<file path="src/rtl/wdt_pkg.sv">
// Shared constants for the key-protected watchdog: command keys and the
// register address map. Assumes a 16-bit command path.
package wdt_pkg;
    localparam logic [15:0] KEY_START  = 16'hCCCC;
    localparam logic [15:0] KEY_FEED   = 16'hAAAA;
    localparam logic [15:0] KEY_UNLOCK = 16'h5555;

    typedef enum logic [1:0] {
        ADDR_CMD  = 2'd0,
        ADDR_PSC  = 2'd1,
        ADDR_RLD  = 2'd2,
        ADDR_STAT = 2'd3
    } wdt_addr_e;
endpackage

</file>
<file path="src/rtl/wdt_regs.sv">
// Register file of the watchdog: decodes command keys, keeps the lock,
// holds the software-visible prescaler and reload values and copies them
// into the counting logic on the next slow tick, with a pending flag each.
// Assumes DATA_W is at least 16 and wider than PSC_W and RLD_W.
module wdt_regs #(
    parameter int DATA_W = 16,
    parameter int PSC_W  = 3,
    parameter int RLD_W  = 12
) (
    input  logic              clk,
    input  logic              rst_n,
    input  logic              lsi_tick,
    input  logic              wr_en,
    input  logic [1:0]        wr_addr,
    input  logic [DATA_W-1:0] wr_data,
    output logic              start_cmd,
    output logic              feed_cmd,
    output logic              unlocked,
    output logic [PSC_W-1:0]  psc_val,
    output logic [RLD_W-1:0]  rld_val,
    output logic              psc_busy,
    output logic              rld_busy,
    output logic [PSC_W-1:0]  act_psc,
    output logic [RLD_W-1:0]  act_rld
);
    import wdt_pkg::*;

    logic cmd_wr, unlock_cmd, psc_wr, rld_wr;

    // Key decode and gated register write strobes.
    always_comb begin
        cmd_wr     = wr_en && (wr_addr == ADDR_CMD);
        start_cmd  = cmd_wr && (wr_data[15:0] == KEY_START);
        feed_cmd   = cmd_wr && (wr_data[15:0] == KEY_FEED);
        unlock_cmd = cmd_wr && (wr_data[15:0] == KEY_UNLOCK);
        psc_wr     = wr_en && (wr_addr == ADDR_PSC) && unlocked;
        rld_wr     = wr_en && (wr_addr == ADDR_RLD) && unlocked;
    end

    // Write-protection state: unlock key opens, feed key closes.
    always_ff @(posedge clk) begin
        if (!rst_n)          unlocked <= 1'b0;
        else if (unlock_cmd) unlocked <= 1'b1;
        else if (feed_cmd)   unlocked <= 1'b0;
    end

    // Software-visible prescaler value and its pending flag and active copy.
    always_ff @(posedge clk) begin
        if (!rst_n) begin
            psc_val  <= '0;
            psc_busy <= 1'b0;
            act_psc  <= '0;
        end else begin
            if (psc_wr) begin
                psc_val  <= wr_data[PSC_W-1:0];
                psc_busy <= 1'b1;
            end else if (lsi_tick) begin
                psc_busy <= 1'b0;
            end
            if (psc_busy && lsi_tick && !psc_wr) act_psc <= psc_val;
        end
    end

    // Software-visible reload value and its pending flag and active copy.
    always_ff @(posedge clk) begin
        if (!rst_n) begin
            rld_val  <= '1;
            rld_busy <= 1'b0;
            act_rld  <= '1;
        end else begin
            if (rld_wr) begin
                rld_val  <= wr_data[RLD_W-1:0];
                rld_busy <= 1'b1;
            end else if (lsi_tick) begin
                rld_busy <= 1'b0;
            end
            if (rld_busy && lsi_tick && !rld_wr) act_rld <= rld_val;
        end
    end
endmodule

</file>
<file path="src/rtl/wdt_prescale.sv">
// Prescaler of the watchdog: counts enabled slow ticks and flags the last
// tick of each divide period. The divider is 2^(code+MIN_SHIFT), saturating
// at 2^MAX_SHIFT. Assumes clr takes priority over en.
module wdt_prescale #(
    parameter int PSC_W     = 3,
    parameter int MIN_SHIFT = 2,
    parameter int MAX_SHIFT = 8
) (
    input  logic             clk,
    input  logic             rst_n,
    input  logic             clr,
    input  logic             en,
    input  logic [PSC_W-1:0] code,
    output logic             term
);
    localparam int PRE_W = MAX_SHIFT;
    localparam int SH_W  = $clog2(MAX_SHIFT + (1 << PSC_W) + 1);

    logic [PRE_W-1:0] pre_cnt;
    logic [PRE_W-1:0] limit;
    logic [SH_W-1:0]  shift;

    // Divider exponent with saturation, and the matching terminal count.
    always_comb begin
        shift = SH_W'(code) + SH_W'(MIN_SHIFT);
        if (shift > SH_W'(MAX_SHIFT)) shift = SH_W'(MAX_SHIFT);
        limit = {PRE_W{1'b1}} >> (SH_W'(MAX_SHIFT) - shift);
        term  = en && !clr && (pre_cnt >= limit);
    end

    // Tick counter, restarted by clr and wrapped at the terminal count.
    always_ff @(posedge clk) begin
        if (!rst_n || clr)         pre_cnt <= '0;
        else if (en && pre_cnt >= limit) pre_cnt <= '0;
        else if (en)               pre_cnt <= pre_cnt + 1'b1;
    end
endmodule

</file>
<file path="src/rtl/wdt_down.sv">
// Main down-counter of the watchdog: loads the reload value, steps on each
// prescaler terminal, and on stepping past zero issues a one-cycle request
// and reloads. Assumes load takes priority over step.
module wdt_down #(
    parameter int RLD_W = 12
) (
    input  logic             clk,
    input  logic             rst_n,
    input  logic             load,
    input  logic             step,
    input  logic [RLD_W-1:0] rld,
    output logic [RLD_W-1:0] cnt,
    output logic             req
);
    // Countdown with reload and registered request pulse.
    always_ff @(posedge clk) begin
        if (!rst_n) begin
            cnt <= '1;
            req <= 1'b0;
        end else begin
            req <= 1'b0;
            if (load) begin
                cnt <= rld;
            end else if (step) begin
                if (cnt == '0) begin
                    req <= 1'b1;
                    cnt <= rld;
                end else begin
                    cnt <= cnt - 1'b1;
                end
            end
        end
    end
endmodule

</file>
<file path="src/rtl/key_watchdog.sv">
// Top of the key-protected watchdog: registers, run state, prescaler and
// down-counter. Assumes lsi_tick is already synchronous to clk and one
// cycle wide.
module key_watchdog #(
    parameter int DATA_W    = 16,
    parameter int PSC_W     = 3,
    parameter int RLD_W     = 12,
    parameter int MIN_SHIFT = 2,
    parameter int MAX_SHIFT = 8
) (
    input  logic              clk,
    input  logic              rst_n,
    input  logic              lsi_tick,
    input  logic              dbg_halt,
    input  logic              wr_en,
    input  logic [1:0]        wr_addr,
    input  logic [DATA_W-1:0] wr_data,
    input  logic [1:0]        rd_addr,
    output logic [DATA_W-1:0] rd_data,
    output logic              wdg_rst_req
);
    import wdt_pkg::*;

    logic             start_cmd, feed_cmd, unlocked;
    logic [PSC_W-1:0] psc_val, act_psc;
    logic [RLD_W-1:0] rld_val, act_rld, cnt_val;
    logic             psc_busy, rld_busy;
    logic             running, cnt_en, restart, pre_term;

    wdt_regs #(.DATA_W(DATA_W), .PSC_W(PSC_W), .RLD_W(RLD_W)) u_regs (
        .clk(clk), .rst_n(rst_n), .lsi_tick(lsi_tick),
        .wr_en(wr_en), .wr_addr(wr_addr), .wr_data(wr_data),
        .start_cmd(start_cmd), .feed_cmd(feed_cmd), .unlocked(unlocked),
        .psc_val(psc_val), .rld_val(rld_val),
        .psc_busy(psc_busy), .rld_busy(rld_busy),
        .act_psc(act_psc), .act_rld(act_rld)
    );

    // Run state: set by the start key, cleared only by reset.
    always_ff @(posedge clk) begin
        if (!rst_n)         running <= 1'b0;
        else if (start_cmd) running <= 1'b1;
    end

    // Count enable and restart conditions.
    always_comb begin
        cnt_en  = running && lsi_tick && !dbg_halt;
        restart = start_cmd || feed_cmd;
    end

    wdt_prescale #(.PSC_W(PSC_W), .MIN_SHIFT(MIN_SHIFT), .MAX_SHIFT(MAX_SHIFT)) u_pre (
        .clk(clk), .rst_n(rst_n), .clr(restart), .en(cnt_en),
        .code(act_psc), .term(pre_term)
    );

    wdt_down #(.RLD_W(RLD_W)) u_down (
        .clk(clk), .rst_n(rst_n), .load(restart), .step(pre_term),
        .rld(act_rld), .cnt(cnt_val), .req(wdg_rst_req)
    );

    // Read multiplexer over the register map.
    always_comb begin
        case (rd_addr)
            ADDR_PSC:  rd_data = {{(DATA_W-PSC_W){1'b0}}, psc_val};
            ADDR_RLD:  rd_data = {{(DATA_W-RLD_W){1'b0}}, rld_val};
            ADDR_STAT: rd_data = {{(DATA_W-2){1'b0}}, rld_busy, psc_busy};
            default:   rd_data = '0;
        endcase
    end
endmodule

</file>
<file path="config.mk">
export PLATFORM = sky130hd
export DESIGN_NAME = key_watchdog
export DESIGN_NICKNAME = d
export VERILOG_FILES = /design/src/rtl/wdt_pkg.sv /design/src/rtl/wdt_regs.sv /design/src/rtl/wdt_prescale.sv /design/src/rtl/wdt_down.sv /design/src/rtl/key_watchdog.sv
export SDC_FILE = /design/constraint.sdc
export NUM_CORES = 1
export LEC_CHECK = 0
export ABC_AREA = 1
export BUFFER_PORTS_ARGS = -buffer_cell sky130_fd_sc_hd__buf_2
export CORE_ASPECT_RATIO = 0.7
export CORE_MARGIN = 4
export CORE_UTILIZATION = 57
export DETAILED_ROUTE_END_ITERATION = 7
export PLACE_DENSITY = 0.79
export SLEW_MARGIN = 25
export SYNTH_ARGS = -nofsm -noshare
export SYNTH_HDL_FRONTEND = slang
export SYNTH_HIERARCHICAL = 1
export SYNTH_SLANG_ARGS = --single-unit
</file>
<file path="constraint.sdc">
create_clock -name clk -period 5.2 [get_ports clk]
set_input_delay 1.3 -clock clk [delete_from_list [all_inputs] [get_ports clk]]
set_output_delay 1.3 -clock clk [all_outputs]
set_load 0.05 [all_outputs]
</file>
======== After elaboration in Yosys (flattened, before gate mapping) ========
Cells that the tools add are included.
word-level totals
  flip-flop bits (word level) ............. 55
  word-level logic and storage cells ...... 71
  bits of input ports ..................... 25
  output and inout port bits .............. 17
cells by class
  bitwise logic cells ..................... 2
  magnitude comparators ................... 2
  reduce and logical (&&, ||, !) cells .... 32
  equality and inequality tests ........... 8
  multiplexer cells ....................... 11
  shift-type cells ........................ 1
  $add $sub $neg .......................... 4
operators by type and width
  cell                                                   count
  two-way mux 12 bit                                     3
  case mux 12 bit (3 select lines)                       1
  equality test 16 bit, second input constant            2
  logical AND 1 bit                                      17
  equality test 16 x 15 -> 1 bit, second input constant  1
  logical NOT 12 bit                                     1
  subtractor 12 x 1 -> 12 bit, second input constant     1
  adder 8 x 1 -> 8 bit, second input constant            1
  greater-or-equal comparator 8 bit                      1
  nonzero test 2 bit                                     4
  right shift 8 x 5 -> 8 bit, first input constant       1
  equality test 2 bit, second input constant             3
  two-way mux 1 bit                                      6
  > comparator 5 x 4 -> 1 bit, second input constant     1
  logical NOT 1 bit                                      5
  two-way mux 5 bit                                      1
  subtractor 4 x 5 -> 5 bit, first input constant        1
  adder 3 x 2 -> 4 bit, second input constant            1
  equality test 2 x 1 -> 1 bit, second input constant    2
  OR reduction 3 bit                                     1
  logical NOT 2 bit                                      1
  logical OR 1 bit                                       2
  NOT 1 bit                                              2
  OR reduction 2 bit                                     1

======== Longest topological paths before layout ========
  depth after elaboration ................. 9
  gate-level depth with buffers ........... 20
  mapped depth without buffers ............ 20

======== By module ========
The synthesis kept the hierarchy.
modules (own cells, without submodules)
  module        times used  cells an instance  area each (um^2)  sequential area each (um^2)
  wdt_regs      1           179                1331.3            660.6
  wdt_down      1           162                979.7             260.2
  wdt_prescale  1           93                 703.2             160.2
  key_watchdog  1           43                 226.5             20.0

======== Least setup slack after synthesis ========
OpenSTA, ideal clock, no wires.
  path type ............................... input to output
  from .................................... input rd_addr[1]
  to ...................................... output rd_data[10]
  path buffers ............................ 1
  stages .................................. 3
  required time ........................... 3900 ps
  path slack .............................. 1774 ps
  arrival ................................. 2126 ps
  cells stage by stage .................... buf_6 -> nand2_4 -> nor2_1
on the way
  word-level cells in the longest chain between the ends .. 2
  elaborated cells on any way between the ends .. 4
  those cells by class .................... 3 x eq/ne; 1 x mux
ends and longest elaborated chain
  what                                                                        line                source
  start: declaration                                                          key_watchdog.sv:18  input logic [1:0] rd_addr,
  equality test 2 bit / equality test 2 x 1 -> 1 bit (equally long branches)  key_watchdog.sv:63  case (rd_addr)
  case mux 12 bit (3 select lines) (*)                                        key_watchdog.sv:63
  end: declaration                                                            key_watchdog.sv:19  output logic [DATA_W-1:0] rd_data,
Every way passes the cells marked *; elsewhere a longest branch is shown, timed or not.

======== Worst setup path after layout ========
  from .................................... register u_regs.act_psc[2]
  to ...................................... register u_down.cnt[2]
on the way
  word-level cells in the longest chain between the ends .. 8
ends and longest elaborated chain
  what                                   line                source
  start: declaration                     wdt_regs.sv:23      output logic [PSC_W-1:0] act_psc,
  start signal: assignment               wdt_regs.sv:60      if (psc_busy && lsi_tick && !psc_wr) act_psc <= psc_val;
  adder 3 x 2 -> 4 bit (*)               wdt_prescale.sv:25  shift = SH_W'(code) + SH_W'(MIN_SHIFT);
  > comparator 5 x 4 -> 1 bit            wdt_prescale.sv:26  if (shift > SH_W'(MAX_SHIFT)) shift = SH_W'(MAX_SHIFT);
  two-way mux 5 bit (*)                  wdt_prescale.sv:26
  subtractor 4 x 5 -> 5 bit (*)          wdt_prescale.sv:27  limit = {PRE_W{1'b1}} >> (SH_W'(MAX_SHIFT) - shift);
  right shift 8 x 5 -> 8 bit (*)         wdt_prescale.sv:27
  greater-or-equal comparator 8 bit (*)  wdt_prescale.sv:28  term = en && !clr && (pre_cnt >= limit);
  logical AND 1 bit (*)                  wdt_prescale.sv:28
  net pre_term                           key_watchdog.sv:28  logic running, cnt_en, restart, pre_term;
  nonzero test 2 bit (no line) (*)       --
  end signal: assignment                 wdt_down.sv:23      cnt <= rld;
  end signal: assignment                 wdt_down.sv:27      cnt <= rld;
  end signal: assignment                 wdt_down.sv:29      cnt <= cnt - 1'b1;
  end: declaration                       wdt_down.sv:12      output logic [RLD_W-1:0] cnt,
Mark *: on every way through the listed nets, which the timed path passes. The rest lies on a longest branch.
A chain may end at the register's enable or synchronous reset.

==> impl_summary.md <==
Status
The run finished with clean final reports.

Placed design
The setup slack at placement is 1.64 ns. The routability congestion estimate is 0.895. The quantity of I/O buffers inserted on ports is 37. The HPWL after detailed placement is 5160 um.

Routing
After detailed routing, the number of remaining DRC violations is 0. The number of design-rule violations left by the first detailed-router iteration is 187. The wire length after detailed routing is 6610 um. After detailed routing, the average wire length per cell comes to 11.4 um. For this run, the detailed router's first-pass iteration total came to 4. Dividing the detail-routed via count by the number of cells gives 5.10. The number of routed nets with antenna violations is 0. The number of vias after detailed routing is 2965.

Worst hold path
The number of stages on the worst hold path is 1. The startpoint of the lowest-slack hold path is running. The type of the worst min-delay path is reg2reg.

The capture endpoint of the worst hold path is running.

Layout
The area growth from synthesis to layout is 8.03%. The diode insertion count for antenna repair is 0. The area of the multi-input gates is 0.00174 sq mm. For this run, the post-layout net count is 548. The fraction of final layout cells sized beyond drive strength 1 is 0.165. The footprint of the flip-flops and latches is 0.00110 sq mm. The number of inserted filler cells in the final layout is 491.

Clock tree
The clock network latency to the later pin of the worst-skew pair is 0.31 ns. The clock tree root driver cell is sky130_fd_sc_hd__clkbuf_8. Counting every sink on the clock net gives 55. The H-tree depth reported by CTS is 2. The number of cells upsized or downsized after cts is 0. The total clock buffers created by CTS is 5. The number of post-CTS setup repair buffers is 0.

The quantity of hold-fixing buffers added after cts is 0. After clock tree synthesis, the clock-pin slew on the worst setup and hold paths is 0.10 ns. TritonCTS built the clock tree. The maximum buffer depth of the clock tree is 2.

Critical path
The number of buffers and inverters on the critical path is 1. In this run the register-to-register setup slack is 1.61 ns. Data on the critical path is required at its endpoint by 5.41 ns. The destination of the worst register-to-register timing path is u_down/cnt[2].

The critical path class is reg2reg. The slowest stage of the critical path is the sky130_fd_sc_hd__nor2_2 cell. The type of destination of the critical path is a register.

The critical path goes through ha_1 > nor3b_1 > o21ai_0 > ha_1 > xor2_1 > or2_2 > o21ai_1 > ha_1 > nand2_1 > nor2_1 > nor2_1 > nand2_1 > nand2_1 > nand2_1 > nand2_1 > nor2_1 > nor2_2 > inv_2 > nand3_1 > nand2_1. For the worst setup path, the data arrival time is 3.81 ns. The most used cell along the critical path is sky130_fd_sc_hd__nand2_1. The number of cells on the worst reg-to-reg path is 20.

The worst flop-to-flop path startpoint is u_regs/act_psc[2]. STA classifies the critical path startpoint as a register. The worst stage delay on the critical path is 0.50 ns. Along the worst path, the maximum fanout reaches 15. In this run the worst setup path begins at u_regs/act_psc[2]. The family of cells with the greatest summed delay on the critical path is simple AND/OR/NAND/NOR gates.

Timing
The achievable clock frequency is 278 MHz. The worst-case clock skew is 0.00716 ns. Subtracting the final worst setup slack from the clock period gives 3.59 ns. The final-report hold violation count is 0.

In the finished design, the share of the clock period the worst path needs comes to 0.691. The worst pin sits at a relative slew slack of 0.574. The worst setup margin is 1.61 ns. The slew at the pin with the worst max-slew slack is 0.638 ns. Setup repair after global routing left no endpoint under its margin. The number of pins exceeding their max-slew limit in the final report is 0. The total negative slack is 0 ns. The number of setup violations in the final report is 0.

GRT
The overflow left after global routing is 0. The initial antenna violation count is 0. The global-route usage over all layers is 0.202. The first global-routing pass estimated 11900 um of wire. The largest net degree at the start of global routing is 36. The number of global-route vias before repair is 2753.

Floorplan
The die is 98.1 um wide. From bottom edge to top edge, the die measures 71.1 um. The initial utilization of the core area, before any placement, comes to 0.604. 42 I/O pins were placed. The floorplan has 22 rows. The total die area is 0.00697 sq mm. The core outline area is 0.00537 sq mm.

Power and ir drop
The worst voltage drop across the vdd grid is 0.000130 V. The internal power of the cells totals 0.000534 W. Of the total power, the clock network draws 0.335. In this run the static leakage power is 1.92 nW. Overall power consumption after layout is estimated at 0.000730 W. For this design the total switching power over the nets is 0.000195 W. The share of total power dissipated in sequential elements is 0.577. Of the total power, combinational logic draws 0.088. The fraction of power spent switching nets is 0.268. In this run the power density over the cells is 208 mW/mm^2.

Logic synthesis
The share of the synthesized area in the top cell type is 0.340. After synthesis, the mean cell area works out to 6.79 sq um. Summed over all instances, the cell type with the most area after synthesis is sky130_fd_sc_hd__dfxtp_1.

The post-synthesis instance area is 0.00324 sq mm. The total of flip-flops plus latches after synthesis is 55. Synthesis instantiated 34 different standard cells from the library.

By area the synthesized netlist is led by sky130_fd_sc_hd__dfxtp_1, sky130_fd_sc_hd__nand2_1, sky130_fd_sc_hd__inv_1, sky130_fd_sc_hd__nand3_1, sky130_fd_sc_hd__ha_1. The Yosys step of the flow raised 6 warnings. The synthesized instance count is 477.

For this run, the register share of the synthesized area comes to 0.340.

Run
The number of max-capacitance violations reported is 0.
==> cells by family (layout without fill, tap and decap cells) <==
kind of cell,after synthesis,count (layout),share of synthesized area
xor gates and xnor gates,10,10,0.0270
DFF,55,55,0.340
other,1,4,0.00116
AOI/OAI and AO/OA,49,49,0.0857
and+or+nand+nor,253,253,0.359
buffers and inverters,93,122,0.126
muxes,1,1,0.00309
adders and majority gates,15,15,0.0579
==> worst max path at each step <==
stage,end,cells past startpoint
floorplan,rd_data[10],3
global placement,u_down/cnt[0],20
detailed placement,u_down/cnt[2],20
CTS,u_down/cnt[1],20
global route,u_down/cnt[2],20
finish,u_down/cnt[2],20
==> power groups by stage <==
stage	combinational (W)	clock (W)	sequential (W)
floorplan	0.0000457	0	0.000431
global placement	0.0000637	0	0.000431
detailed placement	0.0000645	0	0.000431
CTS	0.0000646	0.000254	0.000421
global route	0.0000699	0.000270	0.000421
finish	0.0000645	0.000244	0.000421
==> state kept, by name (all words and copies together), names as in the netlist <==
| signal | flops |
|---|---|
| u_regs/act_psc | 3 |
| u_regs/rld_busy | 1 |
| u_regs/psc_busy | 1 |
| u_regs/unlocked | 1 |
| u_regs/act_rld | 12 |
| running | 1 |
| u_down/cnt | 12 |
| u_pre/pre_cnt | 8 |
| u_regs/psc_val | 3 |
| u_down/req | 1 |
| u_regs/rld_val | 12 |
==> cell type report <==
class	count	area share
tap	72	0.0257
multi-input combinational	332	0.497
inverter	77	0.0826
timing repair buffer	37	0.0529
sequential	55	0.315
clock inverter	3	0.00715
clock buffer	5	0.0197
==> synthesized netlist by cell type (all sizes together) <==
cell / number
inv: 77
nor2: 53
o21a: 2
nor4: 1
o21ai: 14
conb: 1
o211ai: 8
clkbuf: 5
nand2: 133
nor3b: 1
a21oi: 25
nand4: 6
buf: 11
nand3: 53
nor3: 4
or2: 2
ha: 15
dfxtp: 55
mux2i: 1
xor2: 5
xnor2: 5
==> metal layers <==
layer	vias to the layer above	wire (um)	GRT usage
li1	1558	-	-
met1	1314	3230	0.283
met2	86	2890	0.321
met3	7	437	0.0345
met4	0	51	0.0538
met5	-	0	0
==> stage by stage <==
| step | hold WS [ns] | cells | utilization | cell area, sq um |
|---|---|---|---|---|
| 4_1_cts | 0.479 | 581 | 0.652 | 3500 |
| 3_5_place_dp | 0.455 | 573 | 0.635 | 3410 |
| 5_1_grt | 0.494 | 581 | 0.652 | 3500 |
| 3_3_place_gp | 0.452 | 573 | 0.635 | 3410 |
| 6_report | 0.475 | 581 | 0.652 | 3500 |
| 2_1_floorplan | 0.434 | 480 | - | 3250 |
==> cells in the final DEF (no fill, tap or decap), drive strengths merged <==
| cell type | Yosys | final |
|---|---|---|
| xnor2 | 5 | 5 |
| mux2i | 1 | 1 |
| buf | 11 | 37 |
| or2 | 2 | 2 |
| clkinvlp | 0 | 1 |
| nand2 | 133 | 133 |
| inv | 77 | 79 |
| nor3 | 4 | 4 |
| nor2 | 53 | 53 |
| o211ai | 8 | 8 |
| xor2 | 5 | 5 |
| dfxtp | 55 | 55 |
| nand4 | 6 | 6 |
| nor4 | 1 | 1 |
| ha | 15 | 15 |
| clkbuf | 5 | 5 |
| nand3 | 53 | 53 |
| o21ai | 14 | 14 |
| conb | 1 | 4 |
| a21oi | 25 | 25 |
| nor3b | 1 | 1 |
| o21a | 2 | 2 |
(Power assumes the default switching activity.)
